===== src/rtl/tac_pkg.sv =====
package tac_pkg;
  typedef enum logic [1:0] {
    MD_TONE = 2'd0,
    MD_FSK  = 2'd1,
    MD_ZPR  = 2'd2,
    MD_ZPI  = 2'd3
  } tac_mode_e;

  function automatic tac_mode_e tac_decode(input logic zp, input logic md);
    if (zp) return md ? MD_ZPI : MD_ZPR;
    return md ? MD_FSK : MD_TONE;
  endfunction
endpackage


===== src/rtl/tac_tick.sv =====
module tac_tick #(
  parameter int TICK_DIV = 3580
) (
  input  logic clk,
  input  logic clr_i,
  output logic tick_o
);
  localparam int CW = (TICK_DIV > 1) ? $clog2(TICK_DIV) : 1;
  localparam logic [CW-1:0] LAST = CW'(TICK_DIV - 1);

  logic [CW-1:0] cnt;

  assign tick_o = (cnt == LAST);

  always_ff @(posedge clk) begin
    if (clr_i || tick_o) cnt <= '0;
    else                 cnt <= cnt + 1'b1;
  end

  // ticks are spaced, never back to back
  a_r11_tick_spacing: assert property (@(posedge clk) disable iff (clr_i)
    tick_o |=> !tick_o);
endmodule


===== src/rtl/tac_tone_qual.sv =====
module tac_tone_qual #(
  parameter int QMIN_MS = 45,
  parameter int QMAX_MS = 85
) (
  input  logic clk,
  input  logic clr_i,
  input  logic tick_i,
  input  logic tone_i,
  output logic det_o,
  output logic hit_o
);
  localparam int CW = $clog2(QMAX_MS + 2);
  localparam logic [CW-1:0] SAT = CW'(QMAX_MS + 1);
  localparam logic [CW-1:0] LO  = CW'(QMIN_MS);
  localparam logic [CW-1:0] HI  = CW'(QMAX_MS);

  logic [CW-1:0] len;
  logic          fall;

  assign fall = det_o && !tone_i;

  always_ff @(posedge clk) begin
    if (clr_i) begin
      det_o <= 1'b0;
      len   <= '0;
      hit_o <= 1'b0;
    end else begin
      det_o <= tone_i;
      if (fall && len >= LO && len <= HI) hit_o <= 1'b1;
      if (!tone_i)                        len <= '0;
      else if (tick_i && len != SAT)      len <= len + 1'b1;
    end
  end

  // latch holds until cleared
  a_r6_latch_hold: assert property (@(posedge clk) disable iff (clr_i)
    hit_o |=> hit_o);
  // latch is set only at a burst end
  a_r4_set_at_fall: assert property (@(posedge clk) disable iff (clr_i)
    (!hit_o && !fall) |=> !hit_o);
endmodule


===== src/rtl/tac_level_hyst.sv =====
module tac_level_hyst #(
  parameter int ON_MS  = 25,
  parameter int OFF_MS = 8
) (
  input  logic clk,
  input  logic clr_i,
  input  logic tick_i,
  input  logic lvl_i,
  output logic on_o
);
  localparam int MAXL = (ON_MS > OFF_MS) ? ON_MS : OFF_MS;
  localparam int CW   = $clog2(MAXL + 1);

  logic [CW-1:0] cnt;
  logic [CW-1:0] lim;

  assign lim = on_o ? CW'(OFF_MS - 1) : CW'(ON_MS - 1);

  always_ff @(posedge clk) begin
    if (clr_i) begin
      on_o <= 1'b0;
      cnt  <= '0;
    end else if (lvl_i != on_o) begin
      if (tick_i) begin
        if (cnt == lim) begin
          on_o <= ~on_o;
          cnt  <= '0;
        end else begin
          cnt <= cnt + 1'b1;
        end
      end
    end else begin
      cnt <= '0;
    end
  end

  // the level output moves only on a tick
  a_r7_tick_only: assert property (@(posedge clk) disable iff (clr_i)
    !tick_i |=> $stable(on_o));
endmodule


===== src/rtl/tone_alert_ctrl.sv =====
module tone_alert_ctrl
  import tac_pkg::*;
#(
  parameter int TICK_DIV = 3580,
  parameter int QMIN_MS  = 45,
  parameter int QMAX_MS  = 85,
  parameter int ON_MS    = 25,
  parameter int OFF_MS   = 8
) (
  input  logic clk,
  input  logic rst,
  input  logic sel_zp,
  input  logic sel_mode,
  input  logic tone_hit,
  input  logic lvl_hit,
  input  logic ring_hit,
  input  logic rtm_irq,
  output logic det_o,
  output logic irq_n_o
);
  tac_mode_e mode_now, mode_q;
  logic clr, tick, tone_det, tone_irq, lvl_on;

  assign mode_now = tac_decode(sel_zp, sel_mode);
  assign clr      = rst || (mode_now != mode_q);

  always_ff @(posedge clk) mode_q <= mode_now;

  tac_tick #(.TICK_DIV(TICK_DIV)) u_tick (
    .clk(clk), .clr_i(clr), .tick_o(tick));

  tac_tone_qual #(.QMIN_MS(QMIN_MS), .QMAX_MS(QMAX_MS)) u_tone (
    .clk(clk), .clr_i(clr || (mode_now != MD_TONE)), .tick_i(tick),
    .tone_i(tone_hit), .det_o(tone_det), .hit_o(tone_irq));

  tac_level_hyst #(.ON_MS(ON_MS), .OFF_MS(OFF_MS)) u_lvl (
    .clk(clk), .clr_i(clr || (mode_now != MD_FSK)), .tick_i(tick),
    .lvl_i(lvl_hit), .on_o(lvl_on));

  always_ff @(posedge clk) begin
    if (rst) begin
      det_o   <= 1'b0;
      irq_n_o <= 1'b1;
    end else begin
      unique case (mode_now)
        MD_TONE: begin det_o <= tone_det; irq_n_o <= ~tone_irq; end
        MD_FSK:  begin det_o <= lvl_on;   irq_n_o <= ~rtm_irq;  end
        MD_ZPR:  begin det_o <= ring_hit; irq_n_o <= ~ring_hit; end
        default: begin det_o <= ring_hit; irq_n_o <= 1'b1;      end
      endcase
    end
  end

  // outputs idle after reset
  a_r1_reset_idle: assert property (@(posedge clk)
    rst |=> (!det_o && irq_n_o));
  // retiming interrupt passes in FSK mode
  a_r8_rtm_pass: assert property (@(posedge clk) disable iff (rst)
    (!sel_zp && sel_mode) |=> (irq_n_o == !$past(rtm_irq)));
  // zero-power with mode bit set keeps interrupt idle
  a_r9_zp_quiet: assert property (@(posedge clk) disable iff (rst)
    (sel_zp && sel_mode) |=> irq_n_o);
endmodule


===== config.mk =====
export PLATFORM = sky130hd
export DESIGN_NAME = tone_alert_ctrl
export DESIGN_NICKNAME = d
export VERILOG_FILES = /design/src/rtl/tac_pkg.sv /design/src/rtl/tac_tick.sv /design/src/rtl/tac_tone_qual.sv /design/src/rtl/tac_level_hyst.sv /design/src/rtl/tone_alert_ctrl.sv
export SDC_FILE = /design/constraint.sdc
export NUM_CORES = 1
export LEC_CHECK = 0
export ABC_AREA = 1
export BUFFER_PORTS_ARGS = -buffer_cell sky130_fd_sc_hd__buf_2
export CAP_MARGIN = 15
export CORE_MARGIN = 4
export CORE_UTILIZATION = 54
export CTS_BUF_LIST = sky130_fd_sc_hd__clkbuf_8 sky130_fd_sc_hd__clkbuf_16
export DETAILED_ROUTE_END_ITERATION = 8
export PLACE_DENSITY = 0.73
export SLEW_MARGIN = 20
export SYNTH_ARGS = -nofsm -noshare
export SYNTH_HDL_FRONTEND = slang
export SYNTH_SLANG_ARGS = --single-unit

===== constraint.sdc =====
create_clock -name clk -period 1.2 [get_ports clk]
set_input_delay 0.06 -clock clk [delete_from_list [all_inputs] [get_ports clk]]
set_output_delay 0.06 -clock clk [all_outputs]
set_load 0.005 [all_outputs]

==> PnR_summary.wiki <==
{| class="wikitable"
! Metric !! Value
|-
| Peak clock frequency supported by timing || 0.7624 GHz
|-
| Arrival time reported for the critical path endpoint || 1.53 ns
|-
| Proportion of synthesized chip area in sequential cells || 0.3518
|-
| Synth area leader || sky130_fd_sc_hd__dfxtp_1
|-
| Detailed-route vias per instance || between 5 and 6
|-
| Path type of the worst min-delay path || in -> reg
|-
| Number of cells produced by synthesis || 267
|-
| Pin count of the biggest net entering global routing || 11
|-
| Drt pass-1 iters || 4
|-
| Logic gate share of total power || 0.069
|-
| Outcome || complete, but fails checks
|-
| Clock share of power || 0.386
|-
| Switching Power || 435.5 uW
|-
| Most frequent standard cell in the layout excluding fill and tap cells || sky130_fd_sc_hd__nand2_1
|-
| Chip Width || roughly 65 um
|-
| Largest buffer count on any clock path || 2
|-
| Library cells used by synthesis || 23
|-
| Ratio of cells with drive above 1 in the final layout || 0.4348
|-
| Clock tree from TritonCTS || built
|-
| Startpoint types || flop
|-
| Final worst-path setup slack || -0.1117 ns
|-
| Portion of synthesized cell area occupied by the leading cell type || 0.3518
|-
| Layout-stage area growth over the synthesis result || 47.09%
|-
| Max-slew violation total from the final report || 0
|-
| Number of global-route vias before repair || 1741
|-
| Cell-internal power || 1.471 mW
|-
| # clock sinks || 31
|-
| Most frequent cells in the layout || sky130_fd_sc_hd__nand2_1, sky130_fd_sc_hd__inv_1, sky130_fd_sc_hd__buf_4
|-
| Nets || approximately 340
|-
| Starting Density || 0.5732
|-
| Overall Power || 1.906 mW
|-
| Final Core Density || 0.8431
|-
| Portion of the clock cycle consumed by the worst path in the final layout || 1.093
|-
| IO Count || 10
|-
| Remaining DRCs || 0
|-
| Cell Pwr Density || 734.7 nW/um2
|-
| Antenna diodes || 0
|-
| Crit Path Class || reg -> reg
|-
| Endpoint type of the worst setup path || flop
|-
| Static Leakage || 1.021 nW
|-
| Uppermost layer routed || met4
|-
| Slew @ Worst Pin || around 0.35 ns
|-
| Buffers on Ports || 9
|-
| Vertical extent of the die || 65.16 um
|-
| Area of the mapped netlist || 1764 um2
|-
| Part of the power in registers || 0.545
|-
| Mean routed wirelength per cell || 13.86 um
|-
| YS warnings || 0
|-
| Met3 WL || approximately 170 um
|-
| Total GRT Usage || 0.2198
|-
| Slew HR || 0.7679
|-
| Routability congestion estimate || 0.8205
|-
| Clock latency at the later pin of the worst-skew pair || 0.28 ns
|-
| Clock transition at the registers of the reported paths || approximately 0.060 ns
|-
| First-pass GRT wire length || 7265 um
|-
| Final hold violations || 0
|-
| Die Area || approximately 4200 um2
|-
| Setup repair after global routing missed its margin || yes
|-
| Htree depth || 2
|-
| Wire length the detailed router placed on met1 || about 2200 um
|-
| GRT overflow || 0
|-
| Switching power share of the total || 0.2284
|-
| Post-layout min period || between 1 and 1.5 ns
|-
| Number of clock buffers inserted by TritonCTS || 5
|-
| Maxcap violations || 0
|-
| Req. time, crit path || 1.42 ns
|-
| Violations in the final reports || setup timing
|-
| Post-DRT Antenna Nets || 0
|-
| Vias || 1897
|-
| Area of the core region || between 3000 and 4000 um2
|-
| IR drop worst, VDD || about 700 uV
|-
| Initial antenna violation count || 0
|-
| Clock skew after layout || 0.005092 ns
|-
| Critical-path maximum fanout || 6
|-
| Total routed wirelength || 5071 um
|-
| Placed wire-length estimate after detailed placement || 2802 um
|-
| Number of DRC violations after detailed-routing iteration 0 || approximately 110
|-
| Synthesized area per cell || 6.607 um2
|-
| Synth Register Bits || 31
|-
| Clock tree root buffer cell || sky130_fd_sc_hd__clkbuf_8
|-
| Number of setup violations in the final report || 24
|-
| # rows || 20
|-
| Routed met2 length || 2613 um
|-
| Post-synthesis net count || between 200 and 300
|-
| Cells taking the most area after synthesis || sky130_fd_sc_hd__dfxtp_1, sky130_fd_sc_hd__nand2_1, sky130_fd_sc_hd__inv_1, sky130_fd_sc_hd__nor2_1, sky130_fd_sc_hd__nand3_1
|}
-- state kept, by name, summed over array words and instances, names as in the netlist --
signal / count
u_tone.hit_o: 1
u_lvl.on_o: 1
u_tone.len: 7
det_o: 1
u_tone.det_o: 1
irq_n_o: 1
u_tick.cnt: 12
u_lvl.cnt: 5
mode_q: 2
-- worst paths after layout --
check | depth (start not counted) | to | start | slack [ns]
max | 9 | u_lvl.on_o$_SDFFE_PP0P_ | u_tick.cnt[0]$_SDFF_PP0_ | -0.11
min | 3 | irq_n_o$_SDFF_PP1_ | rst | 0.03
max reg2reg | 9 | u_lvl.on_o$_SDFFE_PP0P_ | u_tick.cnt[0]$_SDFF_PP0_ | -0.11
min reg2reg | 2 | u_tone.hit_o$_SDFFE_PP0P_ | u_tone.hit_o$_SDFFE_PP0P_ | 0.50
-- logic make-up after synthesis --
kind of cell	count (synthesis)	share of synthesized area
XOR/XNOR	9	0.04468
AO/OA/AOI/OAI	21	0.06384
AND/OR/NAND/NOR	154	0.3936
buffers and inverters	47	0.1106
flip-flops	31	0.3518
adder cells (fa/ha/maj)	5	0.03546
-- worst max-delay path, stage by stage (launching register included) --
cell and delay [ns]:
sky130_fd_sc_hd__dfxtp_2 0.36, sky130_fd_sc_hd__ha_4 0.19, sky130_fd_sc_hd__inv_4 0.06, sky130_fd_sc_hd__nor2_4 0.12
sky130_fd_sc_hd__nand2_2 0.07, sky130_fd_sc_hd__nor2_4 0.15, sky130_fd_sc_hd__nand3_2 0.10, sky130_fd_sc_hd__nand2_1 0.07
sky130_fd_sc_hd__inv_1 0.04, sky130_fd_sc_hd__nor2_1 0.10
-- per-stage QoR --
stage                     TNS (ns)  hold WS (ns)  instances  worst slack [ns]  instance area (um2)
after floorplan                  0       0.08772        267           0.01696                 1790
after global placement     -0.4387        0.2144        347          -0.05313                 2098
after detailed placement   -0.8639        0.2233        347           -0.1011                 2098
after CTS                  -0.4219       0.02326        360          -0.05228                 2327
after global routing        -3.173       0.04636        366           -0.2421                 2595
final                       -1.630       0.03010        366           -0.1117                 2595
-- power by group through the flow --
stage               combinational (mW)  sequential (mW)  clock (mW)
finish                           0.131             1.04       0.737
global route                     0.142             1.04       0.800
CTS                             0.0946             1.04       0.749
detailed placement              0.0799             1.07           0
global placement                0.0787             1.07           0
floorplan                       0.0423             1.07           0
-- layout make-up --
type	count	area (um2)
clock buffers	5	68.82
clock inverters	1	3.754
fillers	176	483.0
inverters	44	167.7
multi-input cells	189	1220
flip-flops and latches	31	651.9
well taps	44	55.05
repair buffers	52	427.9
-- per-layer routing --
layer | vias to the layer above | GRT usage
met5 | - | 0
met4 | 0 | 0.07513
met3 | 13 | 0.05983
met2 | 36 | 0.3844
met1 | 896 | 0.2585
li1 | 952 | -
-- cell usage after synthesis --
library cell,count
sky130_fd_sc_hd__a21oi_1,14
sky130_fd_sc_hd__a31oi_1,1
sky130_fd_sc_hd__buf_4,1
sky130_fd_sc_hd__buf_6,2
sky130_fd_sc_hd__dfxtp_1,31
sky130_fd_sc_hd__ha_1,5
sky130_fd_sc_hd__inv_1,44
sky130_fd_sc_hd__nand2_1,75
sky130_fd_sc_hd__nand2_2,3
sky130_fd_sc_hd__nand3_1,21
sky130_fd_sc_hd__nand3_2,2
sky130_fd_sc_hd__nand4_1,6
sky130_fd_sc_hd__nand4_2,1
sky130_fd_sc_hd__nor2_1,35
sky130_fd_sc_hd__nor2_2,3
sky130_fd_sc_hd__nor2_4,3
sky130_fd_sc_hd__nor3_1,3
sky130_fd_sc_hd__nor3_2,2
sky130_fd_sc_hd__o2111ai_1,1
sky130_fd_sc_hd__o21ai_0,4
sky130_fd_sc_hd__o31ai_1,1
sky130_fd_sc_hd__xnor2_1,4
sky130_fd_sc_hd__xor2_1,5
-- timing repair --
action,in CTS,in global routing
cloned,0,1
setup endpoints to repair,26,27
hold endpoints to repair,3,0
pin swaps,18,26
buffers inserted,4,5
gates resized for setup,27,66
hold buffers,3,0
Power figures use the tool's default switching activity.
